File: src/rtl/tmds_rx_pkg.sv
package tmds_rx_pkg;

    localparam int SYM_W  = 10;
    localparam int BYTE_W = 8;
    localparam int OFF_W  = $clog2(SYM_W);

    typedef logic [SYM_W-1:0]  sym_t;
    typedef logic [BYTE_W-1:0] byte_t;

    // Blanking tokens, indexed by {c1,c0}
    localparam sym_t TOKEN_00 = 10'b1101010100;
    localparam sym_t TOKEN_01 = 10'b0010101011;
    localparam sym_t TOKEN_10 = 10'b0101010100;
    localparam sym_t TOKEN_11 = 10'b1010101011;

    typedef struct packed {
        logic       hit;
        logic [1:0] code;
    } tok_t;

    function automatic tok_t classify(input sym_t s);
        tok_t t;
        t.hit  = 1'b1;
        t.code = 2'b00;
        case (s)
            TOKEN_00: t.code = 2'b00;
            TOKEN_01: t.code = 2'b01;
            TOKEN_10: t.code = 2'b10;
            TOKEN_11: t.code = 2'b11;
            default:  t.hit  = 1'b0;
        endcase
        return t;
    endfunction

    // Bit 9 undoes the balance inversion, bit 8 picks XOR (1) or XNOR (0)
    function automatic byte_t unchain(input sym_t s);
        byte_t v;
        byte_t r;
        v    = s[SYM_W-1] ? ~s[BYTE_W-1:0] : s[BYTE_W-1:0];
        r[0] = v[0];
        for (int k = 1; k < BYTE_W; k++) begin
            r[k] = s[BYTE_W] ? (v[k] ^ v[k-1]) : ~(v[k] ^ v[k-1]);
        end
        return r;
    endfunction

endpackage

File: src/rtl/tmds_word_aligner.sv
module tmds_word_aligner
    import tmds_rx_pkg::*;
#(
    parameter int SEARCH_CYCLES = 1024,
    parameter int LOCK_RUN      = 16
) (
    input  logic             clk,
    input  logic             rst,
    input  sym_t             word_in,
    output sym_t             slice_out,
    output tok_t             tok_out,
    output logic [OFF_W-1:0] off_out,
    output logic             lock_out
);

    localparam int TMR_W = ($clog2(SEARCH_CYCLES) < 1) ? 1 : $clog2(SEARCH_CYCLES);
    localparam int RUN_W = $clog2(LOCK_RUN + 1);
    localparam logic [TMR_W-1:0] TMR_LAST = TMR_W'(SEARCH_CYCLES - 1);
    localparam logic [RUN_W-1:0] RUN_LAST = RUN_W'(LOCK_RUN - 1);
    localparam logic [RUN_W-1:0] RUN_FULL = RUN_W'(LOCK_RUN);
    localparam logic [OFF_W-1:0] OFF_MAX  = OFF_W'(SYM_W - 1);

    typedef struct packed {
        sym_t             prev;
        logic [OFF_W-1:0] off;
        logic [TMR_W-1:0] tmr;
        logic [RUN_W-1:0] run;
        logic             lock;
    } align_st_t;

    align_st_t st_d, st_q;
    logic [2*SYM_W-1:0] window;
    sym_t               slice;
    tok_t               tok;
    logic               hit;
    logic               expire;

    assign window = {word_in, st_q.prev};
    assign slice  = window[st_q.off +: SYM_W];
    assign tok    = classify(slice);
    assign hit    = tok.hit;
    assign expire = !hit && (st_q.tmr == TMR_LAST);

    always_comb begin
        st_d      = st_q;
        st_d.prev = word_in;
        if (hit) begin
            st_d.tmr = '0;
            if (st_q.run != RUN_FULL) st_d.run = st_q.run + 1'b1;
            if (st_q.run == RUN_LAST) st_d.lock = 1'b1;
        end else if (expire) begin
            st_d.tmr  = '0;
            st_d.run  = '0;
            st_d.lock = 1'b0;
            st_d.off  = (st_q.off == OFF_MAX) ? '0 : st_q.off + 1'b1;
        end else begin
            st_d.tmr = st_q.tmr + 1'b1;
            st_d.run = '0;
        end
    end

    always_ff @(posedge clk) begin
        if (rst) st_q <= '0;
        else     st_q <= st_d;
    end

    assign slice_out = slice;
    assign tok_out   = tok;
    assign off_out   = st_q.off;
    assign lock_out  = st_q.lock;

    assert_offset_range_R5: assert property (@(posedge clk) disable iff (rst)
        st_q.off <= OFF_MAX);

    assert_slip_after_silence_R5: assert property (@(posedge clk) disable iff (rst)
        !$stable(st_q.off) |-> ($past(st_q.tmr) == TMR_LAST) && !$past(hit));

    assert_lock_needs_token_R7: assert property (@(posedge clk) disable iff (rst)
        $rose(st_q.lock) |-> $past(hit));

    assert_lock_drop_on_expiry_R8: assert property (@(posedge clk) disable iff (rst)
        $fell(st_q.lock) |-> ($past(st_q.tmr) == TMR_LAST));

endmodule

File: src/rtl/tmds_symbol_unpack.sv
module tmds_symbol_unpack
    import tmds_rx_pkg::*;
(
    input  logic       clk,
    input  logic       rst,
    input  sym_t       sym_in,
    input  tok_t       tok_in,
    output byte_t      pix_out,
    output logic       de_out,
    output logic [1:0] ctl_out
);

    typedef struct packed {
        byte_t      pix;
        logic       de;
        logic [1:0] ctl;
    } unpack_st_t;

    unpack_st_t st_d, st_q;
    logic       tok_hit;
    logic [1:0] tok_code;

    assign tok_hit  = tok_in.hit;
    assign tok_code = tok_in.code;

    always_comb begin
        st_d = st_q;
        if (tok_hit) begin
            st_d.de  = 1'b0;
            st_d.ctl = tok_code;
            st_d.pix = '0;
        end else begin
            st_d.de  = 1'b1;
            st_d.pix = unchain(sym_in);
        end
    end

    always_ff @(posedge clk) begin
        if (rst) st_q <= '0;
        else     st_q <= st_d;
    end

    assign pix_out = st_q.pix;
    assign de_out  = st_q.de;
    assign ctl_out = st_q.ctl;

    assert_token_blanks_R1: assert property (@(posedge clk) disable iff (rst)
        tok_hit |=> !st_q.de && (st_q.ctl == $past(tok_code)));

    assert_ctl_held_R4: assert property (@(posedge clk) disable iff (rst)
        !tok_hit |=> st_q.de && $stable(st_q.ctl));

    assert_pix_zero_blank_R4: assert property (@(posedge clk) disable iff (rst)
        tok_hit |=> (st_q.pix == '0));

endmodule

File: src/rtl/tmds_symbol_decoder.sv
module tmds_symbol_decoder
    import tmds_rx_pkg::*;
#(
    parameter int SEARCH_CYCLES = 1024,
    parameter int LOCK_RUN      = 16
) (
    input  logic             clk,
    input  logic             rst,
    input  logic [9:0]       word_in,
    output logic [7:0]       pix_out,
    output logic             de_out,
    output logic [1:0]       ctl_out,
    output logic [OFF_W-1:0] align_off,
    output logic             locked
);

    sym_t slice;
    tok_t tok;

    tmds_word_aligner #(
        .SEARCH_CYCLES (SEARCH_CYCLES),
        .LOCK_RUN      (LOCK_RUN)
    ) u_align (
        .clk       (clk),
        .rst       (rst),
        .word_in   (word_in),
        .slice_out (slice),
        .tok_out   (tok),
        .off_out   (align_off),
        .lock_out  (locked)
    );

    tmds_symbol_unpack u_unpack (
        .clk     (clk),
        .rst     (rst),
        .sym_in  (slice),
        .tok_in  (tok),
        .pix_out (pix_out),
        .de_out  (de_out),
        .ctl_out (ctl_out)
    );

endmodule

File: config.mk
export PLATFORM = sky130hd
export DESIGN_NAME = tmds_symbol_decoder
export DESIGN_NICKNAME = d
export VERILOG_FILES = /design/src/rtl/tmds_rx_pkg.sv /design/src/rtl/tmds_word_aligner.sv /design/src/rtl/tmds_symbol_unpack.sv /design/src/rtl/tmds_symbol_decoder.sv
export SDC_FILE = /design/constraint.sdc
export NUM_CORES = 1
export LEC_CHECK = 0
export BUFFER_PORTS_ARGS = -buffer_cell sky130_fd_sc_hd__buf_2
export CORE_MARGIN = 3
export CORE_UTILIZATION = 55
export CTS_CLUSTER_DIAMETER = 120
export DETAILED_ROUTE_END_ITERATION = 6
export GPL_TIMING_DRIVEN = 1
export PLACE_DENSITY_LB_ADDON = 0.25
export SYNTH_ARGS = -nofsm -noshare
export SYNTH_HDL_FRONTEND = slang
export SYNTH_SLANG_ARGS = --single-unit
File: constraint.sdc
create_clock -name clk -period 3.8 [get_ports clk]
set_input_delay 0.76 -clock clk [delete_from_list [all_inputs] [get_ports clk]]
set_output_delay 0.76 -clock clk [all_outputs]
set_load 0.02 [all_outputs]
After elaboration in Yosys (flattened, before gate mapping). Cells that the tools add are included.

Memories kept: 0. Word-level logic and storage cells: 62. ROM bits: 0. Latch bits: 0. Bits in writable memories: 0. Bits in registers: 41.

$lt $le $gt $ge: 0. Add/subtract/negate cells: 3. Shifts and indexed selects: 1. Bitwise gates (word level): 16. Reduce and logical (&&, ||, !) cells: 8. Equality and inequality tests: 10. Div/mod/pow operators: 0. $mul: 0. Muxes and demuxes: 16.

Operators with widths (count): 10-bit equality test, second input constant (3); 20-bit by 5-bit indexed part select with 10-bit output (1); 1-bit two-way mux (11); 10-bit by 1-bit adder with 10-bit output, second input constant (1); 10-bit by 8-bit equality test with 1-bit output, second input constant (1); 10-bit by 9-bit equality test with 1-bit output, second input constant (1); 8-bit two-way mux (1); 1-bit NOT (8); 8-bit NOT (1); 1-bit bitwise XOR (7); 6-bit two-way mux (1); 2-bit case mux with 3 select lines (1); 5-bit by 1-bit adder with 5-bit output, second input constant (1); 5-bit by 4-bit equality test with 1-bit output, second input constant (1); 5-bit two-way mux (1); 5-bit != test, second input constant (1); 4-bit by 1-bit adder with 4-bit output, second input constant (1); 4-bit equality test, second input constant (1); 4-bit two-way mux (1); 2-bit != test, second input constant (2); 2-bit AND reduction (2); 4-bit OR reduction (1); 3-bit OR reduction (1); 2-bit nonzero test (1); 3 further kinds (3).

Depth between registers and ports, before layout.
Depth after elaboration: 8. Depth in mapped cells: 13. Mapped depth without buffers: 8.

Hierarchy. From an unflattened synthesis, not the netlist that was laid out.

Cells, all modules: 266. Area, all modules: 2755.1 um^2.

Modules (own cells, without submodules): tmds_word_aligner (seq. area each 600.6 um^2, cells each 225, area each 2285.9 um^2, times used 1); tmds_symbol_unpack (seq. area each 220.2 um^2, cells each 41, area each 469.2 um^2, times used 1).

Least setup slack after synthesis. No wires, ideal clock.

Kind: in2reg. Start point: in word_in[7]. End point: reg u_align.st_q, in the netlist u_align.off_out[2]. Library setup time: 0.121 ns. Data arrival time: 2.843 ns. Slack: 0.836 ns. Stages: 8. Path through: mux4_2 > a32oi_2 > nand2_2 > a211o_1 > or4_1 > buf_2 > nand4_1 > mux2_2.

Word-level cells in the longest chain between the ends: 7. Elaborated cells between the ends (all ways): 11. Classes of those cells: eq/ne (4); shift (1); mux (1); bitwise (1); reduce/logical (4).

RTL lines: start: declaration (line tmds_symbol_decoder.sv:9) `input logic [9:0] word_in,`; 20-bit by 5-bit indexed part select with 10-bit output (*) (line tmds_word_aligner.sv:39) `assign slice = window[st_q.off +: SYM_W];`; 10-bit equality test, or another cell as far along (line tmds_rx_pkg.sv:25) `case (s)`; 4-bit OR reduction (no line) (*); 1-bit two-way mux (*) (line tmds_rx_pkg.sv:25); 1-bit zero test (line tmds_word_aligner.sv:42) `assign expire = !hit && (st_q.tmr == TMR_LAST);`; 1-bit logical AND (line tmds_word_aligner.sv:42); 2-bit AND reduction (no line) (*); end signal: assignment (line tmds_word_aligner.sv:64) `else st_q <= st_d;`; end: declaration (line tmds_word_aligner.sv:31) `align_st_t st_d, st_q;`.

Every way passes the cells marked *; elsewhere a longest branch is shown, timed or not. A chain may end at the register's enable or synchronous reset.

Worst setup path in the final report.
Start point: reg u_align.st_q, in the netlist u_align.off_out[2]. End point: reg u_align.st_q, in the netlist u_align.off_out[2].

Word-level cells in the longest chain between the ends: 7. Elaborated cells between the ends (all ways): 14. Classes of those cells: add/sub (1); eq/ne (5); shift (1); mux (2); bitwise (1); reduce/logical (4).

RTL lines (line): 20-bit by 5-bit indexed part select with 10-bit output (tmds_word_aligner.sv:39); 10-bit equality test, or another cell as far along (tmds_rx_pkg.sv:25); 4-bit OR reduction (no line); 1-bit two-way mux (tmds_rx_pkg.sv:25); 1-bit zero test (tmds_word_aligner.sv:42); 1-bit logical AND (tmds_word_aligner.sv:42); 2-bit AND reduction (no line).

Several ways; a longest one is shown, not always the timed one.

==> results_dict.tcl <==
set metrics [dict create \
    outcome "finished clean" \
    finalHoldViolCount 0 \
    drive_gt1_frac 0.264 \
    first_global_vias 1886 \
    synth_ff_type "dfxtp_1" \
    antenna_cells_inserted 0 \
    worst_ir_drop_vdd_mv 0.205 \
    detailedRoute.firstIterationViolations 105 \
    synth_top_area_share 0.304 \
    fin_nets 314 \
    cp.required_ns 3.98 \
    seq_area_frac_synth 0.304 \
    place.gp.congestion 0.939 \
    report.final.slew_viol_count 0 \
    sequential_cell_area_um2 821 \
    clock_transition_at_the_registers_of_the_reported_paths_ns 0.08 \
    post-synth-top-count-cell "dfxtp_1" \
    grt_setup_unrepaired "false" \
    syn-mean-instance-area_um2 9.79 \
    post_synth_main_area_contributors "dfxtp_1 30%, mux4_2 17%, xnor2_1 5.2%, mux2i_1 4.8%, nor2b_1 4.2%" \
    clock_tree.htree_level_count 2 \
    cts_repair_resize_count 0 \
    starting_density_of_the_core 0.596 \
    synth.yosys.warnings 0 \
    synthArstFlopShare 0 \
    number_of_rows_created_at_floorplan 24 \
    total_number_of_vias 2068 \
    cts.repair_timing.setup_buffer_count 0 \
    post-route-drc-count 0 \
    switchingPower_uw 224 \
    antenna_violating_nets_post_route 0 \
    tritoncts "done" \
    grt_antenna_before_repair 0 \
    die_width_um 76.1 \
    syn-instance-count 276 \
    first_pass_drt_iterations 4 \
    yosysTopAreaCell "dfxtp_1" \
    floorplan.die.height_um 76.1 \
    switching_share 0.239 \
    globalRouteOverflowTotal 0 \
    grt_pass1_wl_mm 9.45 \
    power_density_nw_per_um2 316 \
    syn_to_final_growth_pct 10.2 \
    filler_cell_count 385 \
    worst_slew_margin_rel 0.398 \
    period_minus_slack_ns 3.49 \
    synth-edff-count 0 \
    finalCoreUtilization 0.656 \
    clk_latency_ns 0.29 \
    cts_root_buf "clkbuf_8" \
    core_region_area_um2 4530 \
    synthDistinctLibCells 44 \
    max-clock-path-buffers 2 \
    power.share.sequential 0.488 \
    leakagePower_nw 1.10 \
    max_capacitance_violation_total 0 \
    avgViaCountPerCell 5.68 \
    worst_pin_slew_ns 0.890 \
    syn-num-nets 292 \
    timing.clock.skew_ns 0.00998 \
    cts-buffers-inserted 5 \
    dpl.hpwl_mm 4.21 \
    area_taken_by_multi_input_logic_gates_um2 1710 \
    critical_path_arrival_ns 3.68 \
    internal_power_uw 715 \
    setup-violations-final 0 \
    detail_route.wirelength_mm 5.53 \
    floorplan.die_area_um2 5790 \
    worst_slack_ns 0.307 \
    max_clock_freq_mhz 286 \
    yosys-top-cells-count "41 x dfxtp_1, 27 x nor2_1, 20 x mux4_2" \
    crit_fanout 22 \
    placement.setup.worst_slack_ns 0.388 \
    wire_per_inst_um 15.2 \
    global_route.usage.total 0.199 \
    start_kind "flip-flop" \
    grt_start_max_net_pins 36 \
    crit_path_end_kind "flip-flop" \
    synthesis.area_um2 2700 \
    comb_power_share 0.128 \
    port_buffers 27 \
    worst_hold_check_path_type "reg -> reg" \
    setup_total_negative_slack_ns 0 \
    clockPowerShare 0.384 \
    synth_seq_cells 41 \
    cts_num_sinks 41 \
    design.portCount 28 \
    post_cts_hold_buffer_count 0 \
    period_share 0.919 \
    critPathKind "reg -> reg" \
]
## flip-flops by register name, indices dropped and copies added (netlist names)
signal / flops
u_align.lock_out: 1
u_align.off_out: 4
u_align.st_q: 25
u_unpack.ctl_out: 2
u_unpack.de_out: 1
u_unpack.pix_out: 8
## per-layer routing
layer  vias to the layer above  GRT usage  routed length, µm
li1                       1034          -                  -
met1                       957      0.279               2530
met2                        73      0.316               2610
met3                         4     0.0378                352
met4                         0     0.0562                 37
met5                         -          0                  0
## worst max-delay path, cell delays in order (launching register included)
cell       delay, ns
dfxtp_1         0.89
nor2b_1         0.12
a2111oi_1       0.71
o21ai_0         0.21
a2111oi_2       0.57
nand3_1         0.33
nand4_1         0.20
mux2_2          0.35
## layout by cell type, fill, tap and decap left out, drive strengths merged, types with 2 or more instances in the layout
| cell | instances |
|---|---|
| a2111oi | 2 |
| a21oi | 6 |
| a22oi | 3 |
| and3 | 7 |
| buf | 36 |
| clkbuf | 6 |
| dfxtp | 41 |
| ha | 4 |
| inv | 9 |
| mux2 | 9 |
| mux2i | 13 |
| mux4 | 20 |
| nand2 | 16 |
| nand2b | 2 |
| nand3 | 17 |
| nand4 | 7 |
| nor2 | 27 |
| nor2b | 18 |
| nor3 | 4 |
| nor4 | 3 |
| o21ai | 6 |
| o31ai | 5 |
| xnor2 | 16 |
| xor2 | 8 |
## final cells by class
cell class                      count  area share
Tap cell                           65      0.0273
Timing Repair Buffer               36      0.0723
Inverter                            9      0.0113
Clock inverter                      2      0.0126
Clock buffer                        6      0.0277
Sequential cell                    41       0.276
Multi-Input combinational cell    205       0.573
## kinds of logic after synthesis
kind of cell,count (synthesis),share of synthesized area
xor gates and xnor gates,24,0.0778
DFF,41,0.304
adders and majority gates,4,0.0185
muxes,42,0.254
buffers and inverters,30,0.0648
AOI/OAI and AO/OA,29,0.0792
and+or+nand+nor,106,0.202
## power groups by stage
stage,registers (mW),clock network (mW),logic [mW]
5_1_grt,0.461,0.396,0.131
3_5_place_dp,0.469,0,0.120
2_1_floorplan,0.479,0,0.0717
3_3_place_gp,0.468,0,0.119
6_report,0.459,0.361,0.120
4_1_cts,0.459,0.374,0.121
## through the flow
stage	power [mW]	instances	hold WS (ns)	cell area, µm²
4_1_cts	0.953	364	0.471	2980
2_1_floorplan	0.550	276	0.430	2700
6_report	0.940	364	0.468	2980
3_3_place_gp	0.587	356	0.441	2860
3_5_place_dp	0.589	356	0.452	2860
5_1_grt	0.988	364	0.506	2980
## path summary, 6_finish.rpt
path                                          from            endpoint  slack (ns)  depth (start not counted)
worst min register to register     u_align.st_q[6]     u_align.st_q[6]        0.47                          1
worst max register to register  u_align.off_out[2]  u_align.off_out[2]        0.31                          7
worst max-delay path            u_align.off_out[2]  u_align.off_out[2]        0.31                          7
worst min-delay path               u_align.st_q[6]     u_align.st_q[6]        0.47                          1
Power figures use the tool's default switching activity.
